## config.mk

```make
export PLATFORM = sky130hd
export DESIGN_NAME = dct_timer
export DESIGN_NICKNAME = d
export VERILOG_FILES = /design/src/rtl/dct_pkg.sv /design/src/rtl/dct_down.sv /design/src/rtl/dct_regs.sv /design/src/rtl/dct_timer.sv
export SDC_FILE = /design/constraint.sdc
export NUM_CORES = 1
export LEC_CHECK = 0
export BUFFER_PORTS_ARGS = -buffer_cell sky130_fd_sc_hd__buf_2
export CORE_ASPECT_RATIO = 1.4
export CORE_MARGIN = 2
export CORE_UTILIZATION = 57
export DETAILED_ROUTE_END_ITERATION = 10
export GPL_TIMING_DRIVEN = 0
export PLACE_DENSITY_LB_ADDON = 0.3
export SLEW_MARGIN = 30
export SYNTH_ARGS = -nofsm -noshare
export SYNTH_HDL_FRONTEND = slang
export SYNTH_SLANG_ARGS = --single-unit
```

## constraint.sdc

```tcl
create_clock -name clk -period 3.8 [get_ports clk]
set_input_delay 0.38 -clock clk [delete_from_list [all_inputs] [get_ports clk]]
set_output_delay 0.38 -clock clk [all_outputs]
set_load 0.1 [all_outputs]
```

## src/rtl/dct_pkg.sv

```systemverilog
package dct_pkg;
   localparam int BUS_W = 32;

   typedef enum logic [1:0] {
      MD_RSVD = 2'd0,
      MD_ONCE = 2'd1,
      MD_LOOP = 2'd2,
      MD_CAPT = 2'd3
   } mode_e;

   localparam logic [7:0] OFS_CFG  = 8'h00;
   localparam logic [7:0] OFS_MODE = 8'h04;
   localparam logic [7:0] OFS_CTRL = 8'h0C;
   localparam logic [7:0] OFS_MASK = 8'h18;
   localparam logic [7:0] OFS_STAT = 8'h1C;
   localparam logic [7:0] OFS_CLR  = 8'h24;
   localparam logic [7:0] OFS_LOAD = 8'h28;
endpackage

```

## src/rtl/dct_down.sv

```systemverilog
module dct_down #(
   parameter int CNT_W = 16
) (
   input  logic             clk,
   input  logic             rst_n,
   input  logic             start,
   input  logic             run,
   input  logic             periodic,
   input  logic [CNT_W-1:0] reload,
   output logic             timeout
);
   localparam logic [CNT_W-1:0] ZERO = '0;
   localparam logic [CNT_W-1:0] ONE  = CNT_W'(1);

   logic [CNT_W-1:0] cnt_q;
   logic             at_zero;

   assign at_zero = (cnt_q == ZERO);
   assign timeout = run && at_zero;

   always_ff @(posedge clk or negedge rst_n) begin
      if (!rst_n) begin
         cnt_q <= ZERO;
      end else if (start) begin
         cnt_q <= reload;
      end else if (run) begin
         if (!at_zero)      cnt_q <= cnt_q - ONE;
         else if (periodic) cnt_q <= reload;
      end
   end


   step_down_chk: assert property (@(posedge clk) disable iff (!rst_n)
      (run && !start && !at_zero) |=> (cnt_q == $past(cnt_q) - ONE));


   reload_chk: assert property (@(posedge clk) disable iff (!rst_n)
      (run && at_zero && periodic) |=> (cnt_q == $past(reload)));
endmodule

```

## src/rtl/dct_regs.sv

```systemverilog
module dct_regs
   import dct_pkg::*;
#(
   parameter int ADDR_W = 8,
   parameter int CNT_W  = 16
) (
   input  logic              clk,
   input  logic              rst_n,
   input  logic [ADDR_W-1:0] bus_addr,
   input  logic              bus_we,
   input  logic [BUS_W-1:0]  bus_wdata,
   output logic [BUS_W-1:0]  bus_rdata,
   input  logic              timeout,
   output logic              start,
   output logic              run,
   output logic              periodic,
   output logic [CNT_W-1:0]  reload,
   output logic              raw,
   output logic              mask
);
   logic [2:0]       cfg_q;
   mode_e            mode_q;
   logic             en_q;
   logic [CNT_W-1:0] load_q;
   logic             mask_q;
   logic             raw_q;
   logic [BUS_W-1:0] load_rd;

   logic wr_cfg, wr_mode, wr_ctrl, wr_mask, wr_clr, wr_load;
   logic counting_mode;

   assign wr_cfg  = bus_we && (bus_addr == ADDR_W'(OFS_CFG));
   assign wr_mode = bus_we && (bus_addr == ADDR_W'(OFS_MODE));
   assign wr_ctrl = bus_we && (bus_addr == ADDR_W'(OFS_CTRL));
   assign wr_mask = bus_we && (bus_addr == ADDR_W'(OFS_MASK));
   assign wr_clr  = bus_we && (bus_addr == ADDR_W'(OFS_CLR));
   assign wr_load = bus_we && (bus_addr == ADDR_W'(OFS_LOAD));

   assign counting_mode = (mode_q == MD_ONCE) || (mode_q == MD_LOOP);
   assign start    = wr_ctrl && bus_wdata[0] && !en_q;
   assign run      = en_q && counting_mode;
   assign periodic = (mode_q == MD_LOOP);
   assign reload   = load_q;
   assign raw      = raw_q;
   assign mask     = mask_q;

   generate
      if (CNT_W == BUS_W) begin : g_load_full
         assign load_rd = load_q;
      end else begin : g_load_pad
         assign load_rd = {{(BUS_W-CNT_W){1'b0}}, load_q};
      end
   endgenerate

   always_ff @(posedge clk or negedge rst_n) begin
      if (!rst_n) begin
         cfg_q  <= '0;
         mode_q <= MD_RSVD;
         en_q   <= 1'b0;
         load_q <= '0;
         mask_q <= 1'b0;
         raw_q  <= 1'b0;
      end else begin
         if (wr_cfg)             cfg_q  <= bus_wdata[2:0];
         if (wr_mode && !en_q)   mode_q <= mode_e'(bus_wdata[1:0]);
         if (wr_load && !en_q)   load_q <= bus_wdata[CNT_W-1:0];
         if (wr_mask)            mask_q <= bus_wdata[0];
         if (timeout && !periodic) en_q <= 1'b0;
         else if (wr_ctrl)          en_q <= bus_wdata[0];
         if (timeout)                       raw_q <= 1'b1;
         else if (wr_clr && bus_wdata[0])   raw_q <= 1'b0;
      end
   end

   always_comb begin
      bus_rdata = '0;
      case (bus_addr)
         ADDR_W'(OFS_CFG):  bus_rdata = {29'b0, cfg_q};
         ADDR_W'(OFS_MODE): bus_rdata = {30'b0, mode_q};
         ADDR_W'(OFS_CTRL): bus_rdata = {31'b0, en_q};
         ADDR_W'(OFS_MASK): bus_rdata = {31'b0, mask_q};
         ADDR_W'(OFS_STAT): bus_rdata = {31'b0, raw_q};
         ADDR_W'(OFS_LOAD): bus_rdata = load_rd;
         default:           bus_rdata = '0;
      endcase
   end


   oneshot_stop_chk: assert property (@(posedge clk) disable iff (!rst_n)
      (timeout && mode_q == MD_ONCE) |=> !en_q);


   timeout_wins_chk: assert property (@(posedge clk) disable iff (!rst_n)
      timeout |=> raw_q);


   clear_chk: assert property (@(posedge clk) disable iff (!rst_n)
      (wr_clr && bus_wdata[0] && !timeout) |=> !raw_q);


   idle_mode_chk: assert property (@(posedge clk) disable iff (!rst_n)
      (en_q && !counting_mode) |-> !timeout);


   mode_lock_chk: assert property (@(posedge clk) disable iff (!rst_n)
      en_q |=> (mode_q == $past(mode_q) && load_q == $past(load_q)));
endmodule

```

## src/rtl/dct_timer.sv

```systemverilog
module dct_timer
   import dct_pkg::*;
#(
   parameter int ADDR_W = 8,
   parameter int CNT_W  = 16
) (
   input  logic              clk,
   input  logic              rst_n,
   input  logic [ADDR_W-1:0] bus_addr,
   input  logic              bus_we,
   input  logic [31:0]       bus_wdata,
   output logic [31:0]       bus_rdata,
   output logic              irq
);
   generate
      if (CNT_W < 1 || CNT_W > BUS_W) begin : g_bad_cnt_w
         $error("dct_timer: CNT_W must lie in 1..32");
      end
      if (ADDR_W < 6) begin : g_bad_addr_w
         $error("dct_timer: ADDR_W too narrow for the register map");
      end
   endgenerate

   logic             start, run, periodic, timeout, raw, mask;
   logic [CNT_W-1:0] reload;

   dct_regs #(.ADDR_W(ADDR_W), .CNT_W(CNT_W)) u_regs (
      .clk(clk), .rst_n(rst_n),
      .bus_addr(bus_addr), .bus_we(bus_we),
      .bus_wdata(bus_wdata), .bus_rdata(bus_rdata),
      .timeout(timeout), .start(start), .run(run),
      .periodic(periodic), .reload(reload),
      .raw(raw), .mask(mask)
   );

   dct_down #(.CNT_W(CNT_W)) u_down (
      .clk(clk), .rst_n(rst_n),
      .start(start), .run(run), .periodic(periodic),
      .reload(reload), .timeout(timeout)
   );

   assign irq = raw & mask;


   irq_gate_chk: assert property (@(posedge clk) disable iff (!rst_n)
      irq |-> (raw && mask));
endmodule

```

Yosys cells after proc, flatten, opt, wreduce, memory -nomap -nowiden
Index checks and enable logic that the tools add are counted.
- word-level logic and storage cells: 50
- output and inout bits: 33
- register bits: 40
- multiplexer cells: 9
- reductions and logical operators: 23
- add/subtract/negate cells: 1
- eq/ne operators: 9
- bitwise gates (word level): 1
- operators by type and width (cell ; count):
    one-hot mux 16 bit (6 select lines) ; 1
    2-to-1 mux 16 bit ; 4
    == test 8 x 5 -> 1 bit, second input constant ; 2
    == test 8 x 6 -> 1 bit, second input constant ; 2
    logical NOT 16 bit ; 1
    subtractor 16 x 1 -> 16 bit, second input constant ; 1
    logical AND 1 bit ; 14
    == test 8 x 3 -> 1 bit, second input constant ; 1
    == test 8 x 4 -> 1 bit, second input constant ; 1
    logical NOT 8 bit ; 1
    nonzero test 2 bit ; 3
    2-to-1 mux 1 bit ; 4
    inequality test 3 bit, second input constant ; 1
    == test 2 x 1 -> 1 bit, second input constant ; 1
    == test 2 bit, second input constant ; 1
    logical NOT 1 bit ; 2
    AND reduction 2 bit ; 1
    bitwise AND 1 bit ; 1
    logical OR 1 bit ; 1

Depth between registers and ports, before layout
Gate-level depths: netlist of run 1.
- depth in word-level cells: 6
- gate-level depth with buffers: 8
- gate-level depth less buffers: 7

Modules after synthesis
Synthesis of run 1 repeated with hierarchy kept, for this count alone.
- cell total of the unflattened synthesis: 283
- area, all modules: 2841.5 um^2
- modules (own cells, without submodules) (module ; seq. area each (um^2) ; times used ; area each (um^2) ; cells each):
    dct_down ; 400.4 ; 1 ; 1421.4 ; 162
    dct_regs ; 600.6 ; 1 ; 1413.9 ; 120
    dct_timer ; 0.0 ; 1 ; 6.3 ; 1

Least setup slack after synthesis of run 1
Ideal clock, no wire load.
- path type: input to output
- start: input port bus_addr[1]
- end: output port bus_rdata[1]
- slack: -0.194 ns
- stages on the path: 3
- buffers on the path: 0
- data arrival time: 3.614 ns
- required time: 3.420 ns
- cell sequence: or4_4 -> or4_1 -> o21ai_0
- cells in the longest elaborated chain, start to end: 2
- elaborated cells on any way between the ends: 7
- those cells by class: eq/ne (5); mux (1); reduce/logical (1)
- RTL lines (what ; line ; RTL):
    from (decl) ; dct_timer.sv:9 ; input logic [ADDR_W-1:0] bus_addr,
    == test 8 x 6 -> 1 bit, or another cell as far along ; dct_regs.sv:77 ; case (bus_addr)
    one-hot mux 16 bit (6 select lines) * ; dct_regs.sv:77 ;
    to (decl) ; dct_timer.sv:12 ; output logic [31:0] bus_rdata,
Every way passes the cells marked *; elsewhere a longest branch is shown, timed or not.

Worst setup path in the final report of run 1
- start: input port bus_addr[1]
- end: output port bus_rdata[0]
Same word-level chain as after synthesis.

==> metrics.yaml, run 1 <==
outcome: "finished, final reports clean"
remaining_drc_errors: 0
synth_top_family_by_area: "simple AND/OR/NAND/NOR gates"
cts_resized: 0
grt_max_degree: 41
numCtsBuffers: 5
syn_inst: 277
cpLargestDelayFamily: "simple AND/OR/NAND/NOR gates"
rows: 29
dr.pass1.iters: 5
synthSimpleGateAreaFrac_pct: 23.5
ant_nets: 0
p_per_area_mw_per_mm2: 368
nFillCells: 381
syn_area_per_cell_sq_um: 9.78
drv_slew: 0
initial_core_util_pct: 59.3
grt_pass1_vias: 2358
cts_hold_buf: 0
insertion_delay_ns: 0.29
maxSlewHeadroom_pct: 47.7
mostFrequentLayoutCells: "buf_2 (43), dfrtp_1 (40), nand2_1 (21)"
initialDrtViolationCount: 142
finalSetupViolations: 0
setup.worst_path.end_class: "output pin"
grtUsageTotal_pct: 26.6
h-tree-depth: 2
synth_edf_count: 0
yosys_warnings: 0
peakVddDrop_mv: 0.390
numClockSinks: 40
path_clk_slew_ns: 0.08
critical_path.max_fanout: 10
coreArea_sq_mm: 0.00457
critPathSlowestCell: "or4_4"
areaGrowthSynthToFinish_pct: 17.1
timing.rr.start: "u_down.cnt_q[0]"
holdWs_ns: 0.0481
rsz0062_at_grt: "no"
synthAdderAreaFrac_pct: 1.39
io_pins: 76
final_nets: 386
final_common_cell: "buf_2"
worst_pin_slew_ns: 0.774
antenna_found_initial: 0
drt-total-wl_microns: 7010
die_w_microns: 62.3
fin_crit_sh_pct: 79.7
ys_ff_latch: 40
clk_path_buf_depth: 2
synth_cell_types: 66
skew_ns: 0.00781
crit_type: "primary input to output pin"
cp.arrival_ns: 2.65
fin_util_pct: 69.4
gp_congestion: 1.00
grt_pass1_wl_microns: 11300
drive_above_1_share_pct: 27.3
async_flop_share_pct: 100
wl_per_cell_microns: 17.4
pre_cts_ws_ns: 0.752
grt_overflow: 0
viasPerCell: 6.13
critPathLaunchType: "primary input"
finalCriticalPeriod_ns: 3.03
cts_setup_buffers: 0
crit_chain: "buf_2 -> or4_4 -> nor4_4 -> clkbuf_1 -> nand2_1 -> o221ai_1 -> buf_2"
hpwl_microns: 5160
die_y_microns: 85.6
synthMuxAreaShare_pct: 10.6
synth_compound_area_share_pct: 18.9
port_buffers: 41
synthFlopType: "dfrtp_1"
path_buf_inv: 3
leakage_nw: 1.49
synth_xor_area_share_pct: 0.323
slowest_delay_ns: 0.59
startpoint: "bus_addr[1]"
drv_cap: 0
cp_data_required_time_ns: 3.42
syn_area_sq_mm: 0.00271
seq_area_frac_synth_pct: 36.9
multi_input_comb_area_sq_mm: 0.00154
cts_tree: "yes"
setup_ws_ns: 0.773
register_area_sq_mm: 0.00100
num_vias: 2472
fmax_mhz: 330
cpMostUsedCell: "buf_2"
die_area_sq_mm: 0.00533
final_hold_viol_count: 0
hp-class: "primary input to async pin"
root_buffer: "clkbuf_8"
antenna_cells: 0
[state kept, by name (all words and copies together), names as in the netlist]
| signal | cells |
|---|---|
| u_down.cnt_q | 16 |
| u_regs.reload | 16 |
| u_regs.cfg_q | 3 |
| u_regs.mode_q | 2 |
| u_regs.en_q | 1 |
| u_regs.mask | 1 |
| u_regs.raw | 1 |
[per-layer routing]
metal | part of all wire [%] | up-vias | track usage, %
met1 | 39 | 1187 | 32.1
li1 | - | 1141 | -
met4 | 2.7 | 0 | 12.5
met3 | 5.6 | 21 | 3.28
met5 | 0 | - | 0
met2 | 52 | 123 | 47.3
[logic make-up (layout without fill, tap and decap cells)]
group                    after synthesis  count (layout)
AO/OA/AOI/OAI                         68              68
XOR/XNOR                               1               1
adder cells (fa/ha/maj)                3               3
buffers and inverters                 34              83
flip-flops                            40              40
multiplexers                          26              26
other                                  1              16
AND/OR/NAND/NOR                      104             104
[cell type report]
cell class	instances	area share [%]
clock buffer	6	2.60
timing repair buffer	41	6.55
multi-input combinational	218	48.7
inverter	5	0.591
buffer	29	6.39
sequential	40	31.5
tap	62	2.44
clock inverter	2	1.22
[stage by stage]
step / instance area, sq um / power [W] / cells / TNS [ns]
6_report: 3170 / 0.00117 / 403 / 0
5_1_grt: 3170 / 0.00122 / 403 / 0
4_1_cts: 3170 / 0.00116 / 403 / 0
3_5_place_dp: 3050 / 0.000792 / 395 / 0
3_3_place_gp: 3050 / 0.000784 / 395 / 0
2_1_floorplan: 2770 / 0.000726 / 292 / -0.388
[worst reg2reg max path, cell delays in order, from the launching register on]
cell and delay, ns:
dfrtp_1 0.43, inv_1 0.13, ha_1 0.24, nor4b_1 0.66, nand2_1 0.25, a2111oi_0 0.45, a2111oi_0 0.14, a211oi_1 0.20
[Yosys cell counts (2+ instances only)]
cell / count / area (sq um)
nor4_1: 3 / 18.8
nor2_1: 16 / 60.1
ha_1: 3 / 37.5
mux2_1: 20 / 225
mux2_2: 2 / 22.5
nand2_1: 21 / 78.8
o21ai_1: 2 / 10.0
mux2i_1: 4 / 40.0
inv_1: 5 / 18.8
buf_6: 3 / 33.8
a31oi_1: 2 / 12.5
a22o_1: 3 / 26.3
nand4_1: 2 / 12.5
nor3_1: 10 / 50.1
and2_1: 15 / 93.8
a2bb2oi_1: 2 / 17.5
o22ai_1: 6 / 37.5
or4_4: 3 / 33.8
or3_1: 2 / 12.5
buf_4: 18 / 135
and3_1: 3 / 18.8
dfrtp_1: 40 / 1000
o21ai_0: 5 / 25.0
a2111oi_0: 2 / 17.5
a32oi_1: 3 / 26.3
nor4_2: 2 / 25.0
a211oi_1: 8 / 60.1
nor2b_1: 4 / 25.0
buf_2: 3 / 15.0
nor3_2: 2 / 20.0
nand2b_1: 2 / 12.5
nor4_4: 2 / 42.5
clkbuf_1: 5 / 18.8
or4_1: 3 / 22.5
nand3_1: 4 / 20.0
a22oi_1: 5 / 37.5
a21oi_1: 13 / 65.1
[report_power, final]
| part | switching (W) | leakage (nW) | internal, W |
|---|---|---|---|
| sequential | 0.0000431 | 0.528 | 0.000459 |
| clock | 0.000154 | 0.0614 | 0.000215 |
| combinational | 0.000197 | 0.905 | 0.0000986 |
| total | 0.000394 | 1.49 | 0.000772 |
[worst paths after layout]
| kind | endpoint | slack, ns | cells past startpoint |
|---|---|---|---|
| hold / removal | u_down.cnt_q[7] | 0.05 | 1 |
| hold reg to reg | u_regs.cfg_q[2] | 0.49 | 1 |
| setup / recovery | bus_rdata[0] | 0.77 | 7 |
| min in group clk | u_regs.reload[13] | 0.30 | 2 |
| setup reg to reg | u_down.cnt_q[10] | 1.23 | 7 |
| max in group asynchronous | u_down.cnt_q[13] | 3.37 | 1 |
(Power assumes the default switching activity.)
==> inputs of run 2 (changes only) <==
--- a/config.mk
+++ b/config.mk
@@ -5,10 +5,11 @@
 export SDC_FILE = /design/constraint.sdc
 export NUM_CORES = 1
 export LEC_CHECK = 0
+export ABC_AREA = 1
 export BUFFER_PORTS_ARGS = -buffer_cell sky130_fd_sc_hd__buf_2
 export CORE_ASPECT_RATIO = 1.4
 export CORE_MARGIN = 2
-export CORE_UTILIZATION = 57
+export CORE_UTILIZATION = 52
 export DETAILED_ROUTE_END_ITERATION = 10
 export GPL_TIMING_DRIVEN = 0
 export PLACE_DENSITY_LB_ADDON = 0.3
==> constraint.sdc (replaced) <==
create_clock -name clk -period 2.9 [get_ports clk]
set_input_delay 0.29 -clock clk [delete_from_list [all_inputs] [get_ports clk]]
set_output_delay 0.29 -clock clk [all_outputs]
set_load 0.1 [all_outputs]
==> metrics.yaml, run 2 <==
outcome: "finished, violations left"
failed_checks: "hold timing"
grt_pass1_wl_microns: 10500  # -7.1%
finalCriticalPeriod_ns: 2.19
crit_type: "primary input to output pin"
drv_cap: 0  # unchanged
numClockSinks: 40  # unchanged
synth_edf_count: 0  # unchanged
syn_area_per_cell_sq_um: 6.72  # -31%
p_per_area_mw_per_mm2: 482  # +31%
synth_cell_types: 29  # -56%
viasPerCell: 4.85  # -21%
fin_crit_sh_pct: 75.4
worst_pin_slew_ns: 0.501  # -0.273 ns
coreArea_sq_mm: 0.00484  # +5.9%
initial_core_util_pct: 54.3  # -5.0 points
setup.worst_path.end_class: "output pin"
slowest_delay_ns: 0.44  # -0.15 ns
nFillCells: 435  # +14%
root_buffer: "clkbuf_8"
seq_area_frac_synth_pct: 38.1  # +1.2 points
grt_pass1_vias: 2389  # +1.3%
yosys_warnings: 0  # unchanged
numCtsBuffers: 5  # unchanged
drt-total-wl_microns: 6140  # -12%
critical_path.max_fanout: 10  # unchanged
critPathLaunchType: "primary input"
syn_inst: 391  # +41%
h-tree-depth: 2  # unchanged
stdcell_count: 521  # +29%
gp_congestion: 0.886  # -12%
io_pins: 76  # unchanged
p_total_w: 0.00150  # +28%
ant_nets: 0  # unchanged
maxSlewHeadroom_pct: 66.6  # +19 points
mostFrequentLayoutCells: "nand2_1 (119), nor2_1 (56), inv_1 (46), buf_2 (46), dfrtp_1 (40)"
dp.cells: 513  # +30%
critPathSlowestCell: "buf_2"
remaining_drc_errors: 0  # unchanged
cts_resized: 0  # unchanged
grt_overflow: 0  # unchanged
hpwl_microns: 4660  # -9.7%
antenna_cells: 0  # unchanged
startpoint: "bus_addr[7]"
synth.top_cell.area_share_pct: 38.1  # +1.2 points
yosysMostFrequentCell: "nand2_1"
finalSetupViolations: 0  # unchanged
final_common_cell: "nand2_1"
syn_area_sq_mm: 0.00263  # -3.0%
peakVddDrop_mv: 0.454  # +16%
clk_path_buf_depth: 2  # unchanged
crit_chain: "buf_2 -> nor2_1 -> inv_1 -> nor3_1 -> nand2_1 -> clkbuf_1 -> nor2_1 -> buf_2"
cpLargestDelayFamily: "buffers and inverters"
timing.rr.start: "u_down.cnt_q[0]"
final_area_sq_mm: 0.00311  # -2.1%
drive_above_1_share_pct: 19.5  # -7.8 points
wl_per_cell_microns: 11.8  # -32%
rsz0062_at_grt: "no"
final_nets: 502  # +30%
synthFlopType: "dfrtp_1"
leakage_nw: 1.77  # +18%
cts_setup_buffers: 0  # unchanged
rows: 30  # +3.4%
async_flop_share_pct: 100  # unchanged
path_buf_inv: 4  # +1
placed_area_sq_mm: 0.00298  # -2.3%
grt_max_degree: 41  # unchanged
path_clk_slew_ns: 0.08  # about the same
die_w_microns: 64.1  # +2.9%
cts_tree: "yes"
cts_hold_buf: 0  # unchanged
yosys-top-cells-count: "nand2_1 (119), nor2_1 (56), inv_1 (46), dfrtp_1 (40), nand3_1 (38)"
skew_ns: 0.00682  # -0.000992 ns
port_buffers: 43  # +4.9%
ys_top_cells_by_area: "dfrtp_1 (38%), nand2_1 (17%), nor2_1 (8.0%)"
num_vias: 2528  # +2.3%
yosys.area.top_type: "dfrtp_1"
fmax_mhz: 458
antenna_found_initial: 0  # unchanged
initialDrtViolationCount: 181  # +27%
dr.pass1.iters: 4  # -1
insertion_delay_ns: 0.30  # about the same
holdWs_ns: -0.0451  # -0.0932 ns
hp-class: "primary input to async pin"
final_hold_viol_count: 40  # +40
drv_slew: 0  # unchanged
die_area_sq_mm: 0.00565  # +5.9%
grtUsageTotal_pct: 23.9  # -2.6 points
cp.arrival_ns: 1.90  # -0.75 ns
tns_ns: 0  # unchanged
ys_ff_latch: 40  # unchanged
cp_data_required_time_ns: 2.61  # -0.81 ns
die_y_microns: 88.1  # +2.9%
areaGrowthSynthToFinish_pct: 18.3
==> run 2: changes by cell type after synthesis, moves of 8 or more <==
cell      change
nor2_1       +40
nand3_1      +34
inv_1        +41
and2_1       -15
a211oi_1      -8
mux2_1       -20
nand2_1      +98
==> run 2: report_power, final <==
part | internal, W | leakage [nW] | switching [W]
sequential | 0.000603 | 0.446 | 0.0000479
clock | 0.000304 | 0.0645 | 0.000199
combinational | 0.000111 | 1.26 | 0.000233
==> run 2: final timing paths <==
| check | to | slack [ns] | depth (start not counted) |
|---|---|---|---|
| setup / recovery | bus_rdata[15] | 0.71 | 8 |
| hold / removal | u_down.cnt_q[11] | -0.05 | 1 |
| setup reg to reg | u_down.cnt_q[1] | 1.07 | 12 |
| hold reg to reg | u_regs.mode_q[0] | 0.50 | 2 |
| max in group asynchronous | u_down.cnt_q[0] | 2.59 | 1 |
| min in group clk | u_regs.reload[10] | 0.24 | 3 |
==> run 2: per-stage QoR <==
step	util, %	worst slack (ns)
after floorplan	-	0.349
after global placement	61.5	0.730
after detailed placement	61.5	0.725
after CTS	64.1	0.725
after global routing	64.2	0.492
final	64.2	0.715
==> run 2: final cells by class <==
cell class	count	area, sq um	share of cell area [%]
Inverter	50	188	6.04
Buffer	24	170	5.48
Multi-Input combinational cell	292	1330	42.6
Tap cell	64	80.1	2.58
Clock buffer	7	96.3	3.10
Clock inverter	1	30.0	0.966
Timing Repair Buffer	43	218	7.00
Sequential cell	40	1000	32.2
==> run 2: cells by family (layout without fill, tap and decap cells) <==
group	count (synthesis)	in the layout	synth area share, %
compound gates	31	31	6.14
xor+xnor	7	7	2.33
fa+ha+maj	3	3	1.43
other cells	1	16	0.143
buf+inv	74	125	13.6
simple gates	235	235	38.2
flops	40	40	38.1
==> run 2: per-layer routing <==
layer	routed length, microns	GRT usage (%)
met1	2630	28.3
met2	3140	42.7
met3	253	3.34
met4	115	11.3
met5	0	0
